==> src/rtl/static_branch_predictor.sv <==
module static_branch_predictor #(
  parameter int DEPTH = 8,
  parameter int AW    = 32
) (
  input  logic                 clk,
  input  logic                 rst_n,
  input  logic                 valid,
  input  logic [AW-1:0]        fetch_pc,
  input  logic [2:0]           kind,
  input  logic [31:0]          insn,
  input  logic                 flush,
  input  logic [$clog2(DEPTH+1)+$clog2(DEPTH)-1:0] flush_ckpt,
  output logic                 pred_taken,
  output logic [AW-1:0]        pred_target,
  output logic                 link_we,
  output logic [4:0]           link_reg,
  output logic [AW-1:0]        link_value,
  output logic                 illegal,
  output logic                 ras_empty,
  output logic                 ras_full,
  output logic [$clog2(DEPTH+1)+$clog2(DEPTH)-1:0] ckpt
);
  localparam int PTR_W = $clog2(DEPTH);
  localparam int CNT_W = $clog2(DEPTH+1);
  localparam logic [2:0] K_COND = 3'd1, K_DJMP = 3'd2, K_DCALL = 3'd3,
                         K_IJMP = 3'd4, K_ICALL = 3'd5;
  localparam logic [4:0] LINK_RET = 5'd29;

  logic [AW-1:0]    stack_q [DEPTH];
  logic [PTR_W-1:0] ptr_q, ptr_inc, ptr_dec;
  logic [CNT_W-1:0] cnt_q;
  logic             live, indirect, malformed, ret_reg, want_pop, do_pop, do_push;
  logic [AW-1:0]    fall, br_disp, jp_disp;

  assign live      = valid && !flush;
  assign indirect  = (kind == K_IJMP) || (kind == K_ICALL);
  assign malformed = indirect && (|insn[20:0]);
  assign ret_reg   = insn[25:21] >= LINK_RET;
  assign want_pop  = live && kind == K_IJMP && !malformed && ret_reg;
  assign do_pop    = want_pop && cnt_q != '0;
  assign do_push   = live && (kind == K_DCALL || (kind == K_ICALL && !malformed));

  assign fall    = fetch_pc + AW'(4);
  assign br_disp = {{(AW-17){insn[15]}}, insn[14:0], 2'b00};
  assign jp_disp = {{(AW-27){insn[25]}}, insn[24:0], 2'b00};

  assign ptr_inc = (ptr_q == PTR_W'(DEPTH-1)) ? '0 : ptr_q + 1'b1;
  assign ptr_dec = (ptr_q == '0) ? PTR_W'(DEPTH-1) : ptr_q - 1'b1;

  always_comb begin
    pred_taken  = 1'b0;
    pred_target = fall;
    if (live) begin
      unique case (kind)
        K_COND: if (insn[15]) begin
          pred_taken  = 1'b1;
          pred_target = fetch_pc + br_disp;
        end
        K_DJMP, K_DCALL: begin
          pred_taken  = 1'b1;
          pred_target = fetch_pc + jp_disp;
        end
        K_IJMP: if (do_pop) begin
          pred_taken  = 1'b1;
          pred_target = stack_q[ptr_dec];
        end
        default: ;
      endcase
    end
  end

  assign link_we    = do_push;
  assign link_reg   = LINK_RET;
  assign link_value = fall;
  assign illegal    = live && malformed;
  assign ras_empty  = cnt_q == '0;
  assign ras_full   = cnt_q == CNT_W'(DEPTH);
  assign ckpt       = {cnt_q, ptr_q};

  always_ff @(posedge clk) begin
    if (do_push) stack_q[ptr_q] <= fall;
  end

  always_ff @(posedge clk) begin
    if (!rst_n) begin
      ptr_q <= '0;
      cnt_q <= '0;
    end else if (flush) begin
      {cnt_q, ptr_q} <= flush_ckpt;
    end else if (do_push) begin
      ptr_q <= ptr_inc;
      if (!ras_full) cnt_q <= cnt_q + 1'b1;
    end else if (do_pop) begin
      ptr_q <= ptr_dec;
      cnt_q <= cnt_q - 1'b1;
    end
  end

  p_cnt_bound_r8: assert property (@(posedge clk) disable iff (!rst_n)
    cnt_q <= CNT_W'(DEPTH));
  p_full_sat_r8: assert property (@(posedge clk) disable iff (!rst_n)
    (link_we && ras_full && !flush) |=> ras_full);
  p_push_grows_r5: assert property (@(posedge clk) disable iff (!rst_n)
    (link_we && !ras_full) |=> cnt_q == $past(cnt_q) + 1'b1);
  p_empty_pop_r7: assert property (@(posedge clk) disable iff (!rst_n)
    (want_pop && ras_empty) |-> !pred_taken);
  p_illegal_quiet_r6: assert property (@(posedge clk) disable iff (!rst_n)
    (illegal && !flush) |=> ($stable(cnt_q) && $stable(ptr_q)));
  p_flush_restore_r9: assert property (@(posedge clk) disable iff (!rst_n)
    flush |=> ckpt == $past(flush_ckpt));
  p_cond_sign_r1: assert property (@(posedge clk) disable iff (!rst_n)
    (live && kind == K_COND) |-> pred_taken == insn[15]);
endmodule

==> config.mk <==
export PLATFORM = sky130hd
export DESIGN_NAME = static_branch_predictor
export DESIGN_NICKNAME = d
export VERILOG_FILES = /design/src/rtl/static_branch_predictor.sv
export SDC_FILE = /design/constraint.sdc
export NUM_CORES = 1
export LEC_CHECK = 0
export BUFFER_PORTS_ARGS = -buffer_cell sky130_fd_sc_hd__buf_4
export CORE_ASPECT_RATIO = 1.4
export CORE_UTILIZATION = 30
export CTS_CLUSTER_DIAMETER = 50
export DETAILED_ROUTE_END_ITERATION = 6
export GPL_TIMING_DRIVEN = 0
export SLEW_MARGIN = 0
export SYNTH_ARGS = -nofsm -noshare
export SYNTH_HDL_FRONTEND = slang
export SYNTH_SLANG_ARGS = --single-unit
==> constraint.sdc <==
create_clock -name clk -period 13.5 [get_ports clk]
set_clock_uncertainty 0.2 [all_clocks]
set_input_delay 2.7 -clock clk [delete_from_list [all_inputs] [get_ports clk]]
set_output_delay 2.7 -clock clk [all_outputs]
set_load 0.005 [all_outputs]
==> results.md <==
* Post-synth EDFFs at 256
* WS Path Type: input port to output pin
* ANT nets after route at 0
* Initial antenna violation count at 0
* Nets at 1377
* TritonCTS sink count at 263
* Vias in the first global route at 10.0k
* Chip Width at 186 µm
* Netlist cell types at 89
* Area growth from synthesis to layout at 23.1%
* Warnings, synthesis at 0
* Post-synth top flop: edfxtp_1
* Buffers & Inverters on Critical Path at 2
* Cell mode on critical path: buf_4
* Clock Path Buffers at 3
* P_leak at 6.29 nW
* Sw Pwr at 0.555 mW
* Total CTS buffers at 31
* Final setup TNS at 0 ns
* Sequential share of power at 43.5%
* Share of layout cells above drive strength 1 at 27.3%
* Period utilization at 68.2%
* Pins over their slew limit at 0
* DR pass1 iterations at 5
* Mapped cell area at 14200 µm²
* Cells after synthesis at 1031
* Total grt overflow at 0
* Via count at 9988
* Commonest non-fill, non-tap cell in the layout: edfxtp_1
* Switching share of total power at 26.7%
* H-tree Lvls at 1
* Worst setup SP type: input port
* Gr usage total at 18.3%
* Top post-synthesis cells by area: edfxtp_1 54%, mux4_2 8.1%, ha_1 4.3%, mux4_1 2.4%, xnor2_1 2.4%
* Unrepaired setup endpoints after global routing: no
* Core box area at 46900 µm²
* Post-route design area at 17500 µm²
* Min-delay worst type: register to register
* Cell internal pwr at 1.53 mW
* Status: completed
* I/O Pins at 159
* # Max-Cap Violations at 0
* Syn_area_per_cell at 13.8 µm²
* Post-layout minimum cycle time at 9.20 ns
* Post-CTS Hold Buffers at 0
* Most frequent cells in the layout: 256 x edfxtp_1, 170 x buf_4, 64 x a21oi_1
* FMAX at 109 MHz
* Largest net degree at the start of global routing at 23
* Critical path arrival at 6.30 ns
* Final RePlAce weighted congestion at 0.896
* Post-synthesis simple-gate area fraction at 9.23%
* Final Setup Violations at 0
* Fillers at 4484
* Synth Area in Adders at 4.60%
* Port-buffer cells at 146
* CP max-delay cell: nor3b_1
* Cell count after placement at 1839
* Placed inst area at 16500 µm²
* Rows at 94
* Post-Synth XOR/XNOR Area at 3.82%
* CP top delay family: simple AND/OR/NAND/NOR gates
* Top cell type by total area after synthesis: edfxtp_1
* Area of the multi-input gates at 6000 µm²
* Clk slew on worst S/H paths at 0.05 ns
* Drc violations at 0
* CTS resizes at 0
* Hpwl dp at 33.7 mm
* Reg2Reg Depth at 8
* Ys async rst share at 0%
* Final Non-Filler Cells at 1897
* Worst slew margin at 15.8%
* DRT Wirelength at 44.2 mm
* DR vias/cell at 5.27
* Seq cells post-synth at 263
* Multiplexer area fraction after synthesis at 13.3%
* Fin util at 37.3%
* CTS tree: built
* First-pass GRT wire length at 64.6 mm
* Largest family of logic cells by synthesized area: multiplexers
* Hold depth at 2
* Worst path depth at 11
* Sequential cell area at 7830 µm²
* Seq/Total Area, Yosys at 55.1%
* Critical Path RT at 10.60 ns
* N_diodes at 0
* Final hold viol count at 0
* Clk Latency, worst-skew pair at 0.58 ns
* Worst Path Max Fanout at 12
* Clk network pwr share at 39.3%
* Worst VDD drop at 0.100 mV
* Combinational power share at 17.2%
* Crit. End Element: output pin
* Compound-gate portion of the synthesized area at 10.8%
* Measured slew at the worst slew-check pin at 1.26 ns
* Cell Chain, Critical Path: buf_4 > ha_1 > and2_1 > and4_1 > nor3b_1 > nand4_1 > xnor2_1 > nor2b_1 > a31oi_1 > nand3_1 > buf_4
* Die Y at 260 µm
* Detailed router's first-iteration violation count at 733
* Power per cell area at 119 nW/µm²
* Internal reg-to-reg setup slack at 9.91 ns
* Post-CTS setup buffer count at 0
* CTS Root Cell: clkbuf_16
* WL per Instance at 23.3 µm
* Initial Utilization at 30.3%
* Max incr delay on CP at 1.02 ns
* Synth top area share at 54.1%
* Die area at 48300 µm²
==> power groups by stage <==
stage / Sequential (mW) / Combinational, mW / Clock, mW
after global placement: 0.922 / 0.355 / 0
after global routing: 0.905 / 0.388 / 0.861
after CTS: 0.905 / 0.360 / 0.829
after detailed placement: 0.922 / 0.358 / 0
after floorplan: 0.921 / 0.223 / 0
final: 0.905 / 0.358 / 0.817
==> cell families (layout without fill, tap and decap cells) <==
kind of cell | count (synthesis) | in the layout
AOI/OAI and AO/OA | 225 | 225
xor gates and xnor gates | 62 | 62
adders and majority gates | 51 | 51
buffers and inverters | 71 | 310
DFF | 263 | 263
muxes | 103 | 103
other | 2 | 5
and+or+nand+nor | 254 | 254
==> final cells by class <==
| type | instances | area share (%) |
|---|---|---|
| repair buffers | 181 | 8.24 |
| multi-input cells | 700 | 34.3 |
| inverters | 24 | 0.515 |
| flip-flops and latches | 263 | 44.7 |
| well taps | 624 | 4.46 |
| plain buffers | 47 | 2.02 |
| clock inverters | 21 | 1.17 |
| clock buffers | 37 | 4.56 |
==> path summary, 6_finish.rpt <==
path,startpoint,to
max,fetch_pc[2],pred_target[28]
min,cnt_q[0]$_SDFFE_PN0P_,cnt_q[0]$_SDFFE_PN0P_
max reg2reg,ptr_q[0]$_SDFFE_PN0P_,ptr_q[1]$_SDFFE_PN0P_
min reg2reg,cnt_q[0]$_SDFFE_PN0P_,cnt_q[0]$_SDFFE_PN0P_
==> registers in the layout (all words and copies together) (netlist names) <==
signal   cells
stack_q    256
cnt_q        4
ptr_q        3
==> cells in the mapped netlist (all sizes together), types with 5 or more instances <==
master	number
edfxtp	256
a21oi	68
mux4	64
nor2	60
nand2	55
ha	49
xnor2	39
o21ai	34
mux2i	33
nand3	31
buf	27
inv	23
xor2	23
nor3	22
a21o	20
clkbuf	19
o2bb2ai	16
and3	15
o22ai	14
nand4	12
a31oi	11
nand2b	11
nor4	10
o21a	9
a211oi	8
a22o	8
and2	8
or3	8
dfxtp	7
mux2	6
and4	5
nor2b	5
==> metal layers <==
metal / part of all wire, % / global-route usage [%] / wire (µm) / vias to the layer above
li1: - / - / - / 4543
met1: 43 / 24.8 / 19200 / 5005
met2: 47 / 29.6 / 20700 / 376
met3: 6.9 / 3.28 / 3040 / 64
met4: 2.8 / 5.76 / 1230 / 0
met5: 0 / 0 / 0 / -
==> per-stage QoR <==
| stage | power [mW] | hold slack, ns | worst slack [ns] |
|---|---|---|---|
| finish | 2.08 | 0.365 | 4.30 |
| global route | 2.15 | 0.397 | 4.11 |
| CTS | 2.09 | 0.370 | 4.39 |
| detailed placement | 1.28 | 0.363 | 4.40 |
| global placement | 1.28 | 0.352 | 1.67 |
| floorplan | 1.14 | 0.332 | 5.78 |
==> worst min-delay path, cell delays in order (launching register included) <==
cell     delay, ns
dfxtp_1       0.36
nand2_1       0.08
a31oi_1       0.07
Power figures use the tool's default switching activity.
